--- config.mk ---
export PLATFORM = sky130hd
export DESIGN_NAME = ddr_wr_burst_seq
export DESIGN_NICKNAME = d
export VERILOG_FILES = /design/src/rtl/ddr_wr_pkg.sv /design/src/rtl/ddr_wr_ctrl.sv /design/src/rtl/ddr_wr_data.sv /design/src/rtl/ddr_wr_burst_seq.sv
export SDC_FILE = /design/constraint.sdc
export NUM_CORES = 1
export LEC_CHECK = 0
export CAP_MARGIN = 10
export CELL_PAD_IN_SITES_DETAIL_PLACEMENT = 1
export CELL_PAD_IN_SITES_GLOBAL_PLACEMENT = 1
export CORE_MARGIN = 2
export CORE_UTILIZATION = 49
export CTS_BUF_LIST = sky130_fd_sc_hd__clkbuf_4 sky130_fd_sc_hd__clkbuf_8
export CTS_CLUSTER_SIZE = 40
export DETAILED_ROUTE_END_ITERATION = 16
export MAX_ROUTING_LAYER = met4
export PLACE_DENSITY = 0.79
export SYNTH_ARGS = -nofsm -noshare
export SYNTH_HDL_FRONTEND = slang
export SYNTH_HIERARCHICAL = 1
export SYNTH_SLANG_ARGS = --single-unit
--- constraint.sdc ---
create_clock -name clk -period 4.8 [get_ports clk]
set_input_delay 0.48 -clock clk [delete_from_list [all_inputs] [get_ports clk]]
set_output_delay 0.48 -clock clk [all_outputs]
set_load 0.05 [all_outputs]
--- src/rtl/ddr_wr_pkg.sv ---
package ddr_wr_pkg;

  // Strobes sent from the control to the datapath for the current clock period.
  typedef struct packed {
    logic       capture;  // latch a new payload into the latency line
    logic       launch;   // preamble period: move payload into the burst register
    logic       beatOn;   // a data period of a burst is active
    logic [1:0] pair;     // which beat pair (0..3) is presented
    logic       chop;     // active burst is a four-beat chop
  } dpStrobe_t;

  localparam int BEATS      = 8;
  localparam int BURST_CLKS = BEATS / 2;

endpackage

--- src/rtl/ddr_wr_ctrl.sv ---
module ddr_wr_ctrl
  import ddr_wr_pkg::*;
#(
  parameter  int WL     = 5,
  parameter  int WR     = 10,
  parameter  int BANK_W = 3,
  localparam int NB     = 1 << BANK_W
) (
  input  logic              clk,
  input  logic              rstN,
  input  logic              wrCmd,
  input  logic [BANK_W-1:0] wrBank,
  input  logic [1:0]        burstField,
  input  logic              addr12,
  output logic              wrReady,
  output logic [1:0]        dqs,
  output logic [1:0]        dqsN,
  output logic              dqsOe,
  output logic              dqOe,
  output logic [NB-1:0]     pchReady,
  output dpStrobe_t         strobes
);

  localparam int DEPTH  = WL + BURST_CLKS + 1;  // token stages: slot 0 .. postamble
  localparam int PRE_AT = WL - 1;
  localparam int END_AT = WL + BURST_CLKS - 1;  // last data period
  localparam int POST_AT = WL + BURST_CLKS;
  localparam int CW     = $clog2(WR + 1);
  localparam int GW     = $clog2(BURST_CLKS + 1);

  logic              pipeV [DEPTH];
  logic              pipeC [DEPTH];
  logic [BANK_W-1:0] pipeB [DEPTH];
  logic [GW-1:0]     gapCnt;
  logic              accept;
  logic              chopNew;
  logic              pre, post, beatOn, curChop;
  logic [1:0]        pair;

  assign accept  = wrCmd && wrReady;
  assign chopNew = (burstField == 2'b01) && !addr12;
  assign wrReady = (gapCnt == '0);

  // Refusal window: the next command may come once its data lands after the postamble.
  always_ff @(posedge clk or negedge rstN) begin
    if (!rstN)       gapCnt <= '0;
    else if (accept) gapCnt <= GW'(BURST_CLKS);
    else if (gapCnt != '0) gapCnt <= gapCnt - 1'b1;
  end

  // Latency line of command tokens; stage k is valid in the k-th period after acceptance.
  always_ff @(posedge clk or negedge rstN) begin
    if (!rstN) begin
      for (int k = 0; k < DEPTH; k++) begin
        pipeV[k] <= 1'b0;
        pipeC[k] <= 1'b0;
        pipeB[k] <= '0;
      end
    end else begin
      pipeV[0] <= accept;
      pipeC[0] <= chopNew;
      pipeB[0] <= wrBank;
      for (int k = 1; k < DEPTH; k++) begin
        pipeV[k] <= pipeV[k-1];
        pipeC[k] <= pipeC[k-1];
        pipeB[k] <= pipeB[k-1];
      end
    end
  end

  // Period roles decoded from the token line.
  always_comb begin
    beatOn  = 1'b0;
    pair    = 2'd0;
    curChop = 1'b0;
    for (int j = 0; j < BURST_CLKS; j++) begin
      if (pipeV[WL+j]) begin
        beatOn  = 1'b1;
        pair    = 2'(j);
        curChop = pipeC[WL+j];
      end
    end
    pre  = pipeV[PRE_AT];
    post = pipeV[POST_AT] && !pre;   // a following preamble overrides the postamble
  end

  assign dqsOe = pre || beatOn || post;
  assign dqOe  = dqsOe;
  assign dqs   = (pre || beatOn) ? 2'b01 : 2'b00;
  assign dqsN  = dqsOe ? ~dqs : 2'b00;

  always_comb begin
    strobes         = '0;
    strobes.capture = accept;
    strobes.launch  = pre;
    strobes.beatOn  = beatOn;
    strobes.pair    = pair;
    strobes.chop    = curChop;
  end

  // Per-bank write recovery, started on the edge that ends the last data period.
  for (genvar b = 0; b < NB; b++) begin : g_bank
    logic [CW-1:0] recCnt;
    logic          inFlight;

    always_ff @(posedge clk or negedge rstN) begin
      if (!rstN) recCnt <= '0;
      else if (pipeV[END_AT] && pipeB[END_AT] == BANK_W'(b)) recCnt <= CW'(WR);
      else if (recCnt != '0) recCnt <= recCnt - 1'b1;
    end

    always_comb begin
      inFlight = 1'b0;
      for (int k = 0; k <= END_AT; k++)
        if (pipeV[k] && pipeB[k] == BANK_W'(b)) inFlight = 1'b1;
    end

    assign pchReady[b] = !inFlight && (recCnt == '0);
  end

endmodule

--- src/rtl/ddr_wr_data.sv ---
module ddr_wr_data
  import ddr_wr_pkg::*;
#(
  parameter  int WL   = 5,
  parameter  int DQ_W = 8,
  localparam int DM_W = (DQ_W + 7) / 8
) (
  input  logic                  clk,
  input  logic                  rstN,
  input  dpStrobe_t             strobes,
  input  logic [BEATS*DQ_W-1:0] wrData,
  input  logic [BEATS*DM_W-1:0] wrMask,
  output logic [DQ_W-1:0]       dqEven,
  output logic [DQ_W-1:0]       dqOdd,
  output logic [DM_W-1:0]       dmEven,
  output logic [DM_W-1:0]       dmOdd
);

  logic [BEATS*DQ_W-1:0] stD [WL];
  logic [BEATS*DM_W-1:0] stM [WL];
  logic [BEATS*DQ_W-1:0] burstD;
  logic [BEATS*DM_W-1:0] burstM;
  logic                  dropPair;
  int                    beatE;

  // Payload travels alongside its token; stage k holds it in the k-th period.
  always_ff @(posedge clk or negedge rstN) begin
    if (!rstN) begin
      for (int k = 0; k < WL; k++) begin
        stD[k] <= '0;
        stM[k] <= '1;
      end
    end else begin
      if (strobes.capture) begin
        stD[0] <= wrData;
        stM[0] <= wrMask;
      end
      for (int k = 1; k < WL; k++) begin
        stD[k] <= stD[k-1];
        stM[k] <= stM[k-1];
      end
    end
  end

  // The burst register is loaded at the end of the preamble period.
  always_ff @(posedge clk or negedge rstN) begin
    if (!rstN) begin
      burstD <= '0;
      burstM <= '1;
    end else if (strobes.launch) begin
      burstD <= stD[WL-1];
      burstM <= stM[WL-1];
    end
  end

  always_comb begin
    beatE    = 2 * int'(strobes.pair);
    dropPair = strobes.chop && strobes.pair[1];
    dqEven   = '0;
    dqOdd    = '0;
    dmEven   = '1;
    dmOdd    = '1;
    if (strobes.beatOn && !dropPair) begin
      dqEven = burstD[beatE*DQ_W +: DQ_W];
      dqOdd  = burstD[(beatE+1)*DQ_W +: DQ_W];
      dmEven = burstM[beatE*DM_W +: DM_W];
      dmOdd  = burstM[(beatE+1)*DM_W +: DM_W];
    end
  end

endmodule

--- src/rtl/ddr_wr_burst_seq.sv ---
module ddr_wr_burst_seq
  import ddr_wr_pkg::*;
#(
  parameter  int WL     = 5,
  parameter  int WR     = 10,
  parameter  int BANK_W = 3,
  parameter  int DQ_W   = 8,
  localparam int DM_W   = (DQ_W + 7) / 8,
  localparam int NB     = 1 << BANK_W
) (
  input  logic                  clk,
  input  logic                  rstN,
  input  logic                  wrCmd,
  input  logic [BANK_W-1:0]     wrBank,
  input  logic [1:0]            burstField,
  input  logic                  addr12,
  input  logic [BEATS*DQ_W-1:0] wrData,
  input  logic [BEATS*DM_W-1:0] wrMask,
  output logic                  wrReady,
  output logic [1:0]            dqs,
  output logic [1:0]            dqsN,
  output logic                  dqsOe,
  output logic                  dqOe,
  output logic [DQ_W-1:0]       dqEven,
  output logic [DQ_W-1:0]       dqOdd,
  output logic [DM_W-1:0]       dmEven,
  output logic [DM_W-1:0]       dmOdd,
  output logic [NB-1:0]         pchReady
);

  dpStrobe_t strobes;

  ddr_wr_ctrl #(.WL(WL), .WR(WR), .BANK_W(BANK_W)) ctrl_i (
    .clk(clk), .rstN(rstN), .wrCmd(wrCmd), .wrBank(wrBank),
    .burstField(burstField), .addr12(addr12), .wrReady(wrReady),
    .dqs(dqs), .dqsN(dqsN), .dqsOe(dqsOe), .dqOe(dqOe),
    .pchReady(pchReady), .strobes(strobes)
  );

  ddr_wr_data #(.WL(WL), .DQ_W(DQ_W)) data_i (
    .clk(clk), .rstN(rstN), .strobes(strobes), .wrData(wrData),
    .wrMask(wrMask), .dqEven(dqEven), .dqOdd(dqOdd),
    .dmEven(dmEven), .dmOdd(dmOdd)
  );

endmodule

* Word-level counts from Yosys, hierarchy flattened
Cells that the tools add are included.
Word-level totals: memories kept 0, bits in latches 0, word-level logic and storage cells 369, output and inout bits 33, flip-flop bits (word level) 513, input port bits 81, bits in read-only memories 0, memory bits (writable) 0
Operators by class: eq/ne operators 64, multiply operators 0, bitwise logic cells 1, multiplexer cells 107, reductions and logical operators 134, $lt $le $gt $ge 0, shift-type cells 4, add/sub/neg operators 10, divide/modulo/power cells 0
Operators with widths (number):
- $eq 3x3->1 const B | 36
- $logic_and 1x1->1 | 85
- $mux 1 | 84
- $mux 4 | 16
- $shiftx 64x32->8 | 1
- $shiftx 64x7->8 | 1
- $eq 3x2->1 const B | 18
- $logic_not 4->1 | 8
- $reduce_bool 4->1 | 8
- $shiftx 8x32->1 | 1
- $sub 4x1->4 const B | 8
- $logic_not 3->1 | 10
- $eq 3x1->1 const B | 9
- $reduce_bool 2->1 | 9
- $mux 8 | 2
- $logic_not 1->1 | 11
- $shiftx 8x4->1 | 1
- $mux 2 | 3
- $mux 3 | 2
- $add 3x1->4 const B | 1
- $reduce_bool 3->1 | 1
- $sub 3x1->3 const B | 1
- $eq 2x1->1 const B | 1
- $logic_or 1x1->1 | 2
- $not 2->2 | 1

* Logic depth before layout (Yosys ltp)
word-level depth 13, depth in mapped cells 8, depth with buffers taken out 5

* Hierarchy
The synthesis kept the hierarchy.
Modules (own cells, without submodules):
- ddr_wr_data | sequential area each 10870.4 µm², instances 1, area an instance 13265.2 µm², cells an instance 655
- ddr_wr_ctrl | sequential area each 2026.9 µm², instances 1, area an instance 4073.9 µm², cells an instance 370

* Worst setup path after synthesis
Ideal clock, no wire load.
path kind register -> output, from reg ctrl_i.g_bank[5].recCnt[0], to out pchReady[5], setup slack 1.688 ns, arrival 2.632 ns, stages on the path, launching flop included 5, cells stage by stage dfrtp_1 inv_1 ha_1 or3b_2 nor4_1
On the way: cells in the longest elaborated chain, start to end 2
RTL lines:
- start: declaration | RTL line ddr_wr_ctrl.sv:103 | logic [CW-1:0] recCnt;
- start signal: assignment | RTL line ddr_wr_ctrl.sv:108 | else if (pipeV[END_AT] && pipeB[END_AT] == BANK_W'(b)) recCnt <= CW'(WR);
- start signal: assignment | RTL line ddr_wr_ctrl.sv:109 | else if (recCnt != '0) recCnt <= recCnt - 1'b1;
- $logic_not 4->1 | RTL line ddr_wr_ctrl.sv:118 | assign pchReady[b] = !inFlight && (recCnt == '0);
- $logic_and 1x1->1 | RTL line ddr_wr_ctrl.sv:118
- end: declaration | RTL line ddr_wr_burst_seq.sv:28 | output logic [NB-1:0] pchReady
No other way between the ends.

==> impl_metrics.env <==
export IMPL_yosysTopAreaCellShare_pct=67.1
export IMPL_yosys_top_cells_area="dfrtp_1 (67%), mux2_2 (9.5%), dfstp_2 (7.3%)"
export IMPL_yosys_area_top_type="dfrtp_1"
export IMPL_fin_skew_ns=0.0317
export IMPL_hpwlAfterDp_mm=22.6
export IMPL_fp_dieArea_um2=36900
export IMPL_synth_nets=1124
export IMPL_synth_top_family_by_area="multiplexers"
export IMPL_placed_area_um2=18800
export IMPL_drc=0
export IMPL_cts_made_buffers=83
export IMPL_synthToLayoutAreaGrowth_pct=18.7
export IMPL_grt_pass1_vias=10095
export IMPL_yosys_area_share_adder_pct=1.30
export IMPL_status="finished, final reports clean"
export IMPL_wl_per_cell_um=20.4
export IMPL_setup_ws_ns=0.676
export IMPL_core_um2=34700
export IMPL_h_tree_depth=3
export IMPL_hold_buffers=1
export IMPL_insertedDiodeCount=0
export IMPL_clock_sinks=513
export IMPL_synth_edf_count=0
export IMPL_rows=68
export IMPL_synth_seq_cells=513
export IMPL_initial_core_util_pct=49.9
export IMPL_max_slew_margin_rel_pct=21.7
export IMPL_gp_congestion=0.831
export IMPL_drv_cap=0
export IMPL_setup_violations=0
export IMPL_cts_resized=0
export IMPL_critPathRequiredTime_ns=4.32
export IMPL_endpoint_kind="primary output"
export IMPL_max_freq_ghz=0.242
export IMPL_syn_area_um2=17300
export IMPL_cp_start_kind="flip-flop"
export IMPL_overflow=0
export IMPL_crit_arrival_ns=3.64
export IMPL_yosys_area_share_xor_xnor_pct=0.404
export IMPL_drtAntennaViolNets=0
export IMPL_finalMaxSlewViolations=0
export IMPL_antenna_found_initial=0
export IMPL_die_w_um=192
export IMPL_hold_viol_final=0
export IMPL_clock_latency_ns=0.63
export IMPL_die_h_um=192
export IMPL_io_pins=114
export IMPL_cts_reportedPaths_clkPinSlew_ns=0.06
export IMPL_period_needed_ns=4.12
export IMPL_post_place_ws_ns=1.33
export IMPL_syn_inst=1025
export IMPL_fin_nets=1291
export IMPL_grt_max_degree=124
export IMPL_synth_simple_gate_area_share_pct=7.76
export IMPL_post_cts_buffers=0
export IMPL_drt_pass1_iterations=4
export IMPL_postRouteWirelength_mm=35.0
export IMPL_fin_area_um2=20600
export IMPL_final_common_cell="dfrtp_1"
export IMPL_vias=8913
export IMPL_grt_pass1_wl_mm=55.9
export IMPL_crit_type="flip-flop to primary output"
export IMPL_hold_slack_ns=0.309
export IMPL_p_leak_nw=9.04
export IMPL_rsz0062_at_grt="false"
export IMPL_root_buffer="clkbuf_8"
export IMPL_syn_area_per_cell_um2=16.9
export IMPL_ir_drop_uv=442
export IMPL_multi_input_area_um2=4020
export IMPL_tns_ns=0
export IMPL_layout_drive_gt1_share_pct=29.5
export IMPL_power_density_nw_per_um2=692
export IMPL_gr_usage_all_layers_pct=20.9
export IMPL_synthArstFlopShare_pct=100
export IMPL_clock_path_buffers=3
export IMPL_ys_warn_count=6
export IMPL_synth_distinct_cells=51
export IMPL_seq_area_frac_synth_pct=74.4
export IMPL_tightest_slew_ns=1.17
export IMPL_dr_first_iter_drc_count=434
export IMPL_register_area_um2=12900
export IMPL_layout_common_cells="dfrtp_1 (464), mux2_2 (147), clkdlybuf4s50_1 (111)"
export IMPL_viasPerCell=5.21
export IMPL_cts_tree="built"
export IMPL_synth_compound_area_share_pct=1.83
export IMPL_worstPathMaxFanout=36
export IMPL_fin_crit_sh_pct=85.9
export IMPL_min_path_type="primary input to flip-flop"
export IMPL_synth_mux_area_share_pct=11.9
export IMPL_fillCellCount=3185
export IMPL_port_buffers=112
export IMPL_ys_flop_type="dfrtp_1"
==> cells by family after synthesis <==
| kind of cell | count (synthesis) |
|---|---|
| xor+xnor | 8 |
| fa+ha+maj | 18 |
| flops | 513 |
| buf+inv | 59 |
| mux | 185 |
| compound gates | 48 |
| other cells | 1 |
| simple gates | 193 |
==> flip-flops by register name (all words and copies together) (netlist names) <==
name                  count
data_i/stD              320
data_i/burstD            64
data_i/stM               40
ctrl_i/g_bank.recCnt     32
ctrl_i/pipeB             27
ctrl_i/pipeC              9
ctrl_i/pipeV              9
data_i/burstM             8
ctrl_i/gapCnt             3
ctrl_i/pre                1
==> critical path, cell delays in order (launching register included) <==
cell,delay [ns]
dfrtp_1,0.55
a21o_2,0.95
mux2i_1,0.25
o22ai_1,0.33
clkdlybuf4s50_1,0.89
==> area by class of cell <==
class	count	share of cell area [%]
Inverter	21	0.383
Clock inverter	29	1.12
Timing Repair Buffer	120	5.96
Multi-Input combinational cell	453	19.5
Sequential cell	513	62.7
Tap cell	455	2.77
Clock buffer	121	7.57
==> layer usage <==
layer | wire, um | vias to the layer above | global-route usage, %
li1 | - | 3955 | -
met1 | 13900 | 4675 | 24.3
met2 | 18300 | 208 | 34.9
met3 | 1350 | 75 | 4.51
met4 | 1390 | 0 | 9.89
met5 | 0 | - | -
==> power breakdown <==
group	switching (W)	internal [W]	leakage (nW)
registers	0.00104	0.00646	6.13
logic	0.00145	0.00138	1.95
clock network	0.00170	0.00222	0.960
total	0.00419	0.0101	9.04
==> synth_stat cells, types with 4 or more instances <==
cell	number
nand2_1	12
inv_1	21
mux2_4	4
xnor2_1	8
nand3b_1	9
nor2b_1	9
buf_6	18
mux2_2	147
o22ai_1	16
nand4_1	17
dfrtp_1	465
dfstp_2	48
mux2i_1	34
nor4bb_1	20
o21ai_0	4
nor4_1	8
nand4b_1	26
or3_1	9
a21oi_1	11
clkbuf_1	4
a211o_1	8
nor3b_1	8
nand2b_1	14
ha_1	18
buf_2	6
nor4b_1	7
nor2_1	20
nor3_1	11
buf_4	7
==> metrics by stage <==
step                utilization (%)  cells  power, W
finish                         59.3   1712    0.0142
global route                   59.3   1712    0.0151
CTS                            59.3   1712    0.0145
detailed placement             54.1   1561    0.0104
global placement               54.1   1561    0.0101
floorplan                         -   1025   0.00922
==> worst paths after layout <==
| path | from | endpoint | slack [ns] | depth (start not counted) |
|---|---|---|---|---|
| max | ctrl_i/pipeV[3]$_DFF_PN0_ | dqOdd[4] | 0.68 | 4 |
| min | wrBank[1] | ctrl_i/pipeB[28]$_DFF_PN0_ | 0.31 | 1 |
| max reg2reg | ctrl_i/gapCnt[0]$_DFFE_PN0P_ | data_i/stD[318]$_DFFE_PN0P_ | 2.06 | 6 |
| min reg2reg | data_i/stD[142]$_DFF_PN0_ | data_i/stD[78]$_DFF_PN0_ | 0.33 | 0 |
| max in group asynchronous | rstN | ctrl_i/pre$_DFF_PN0_ | 3.04 | 3 |
| min in group asynchronous | rstN | ctrl_i/g_bank[4].recCnt[1]$_DFFE_PN0P_ | 0.51 | 2 |
(Power assumes the default switching activity.)
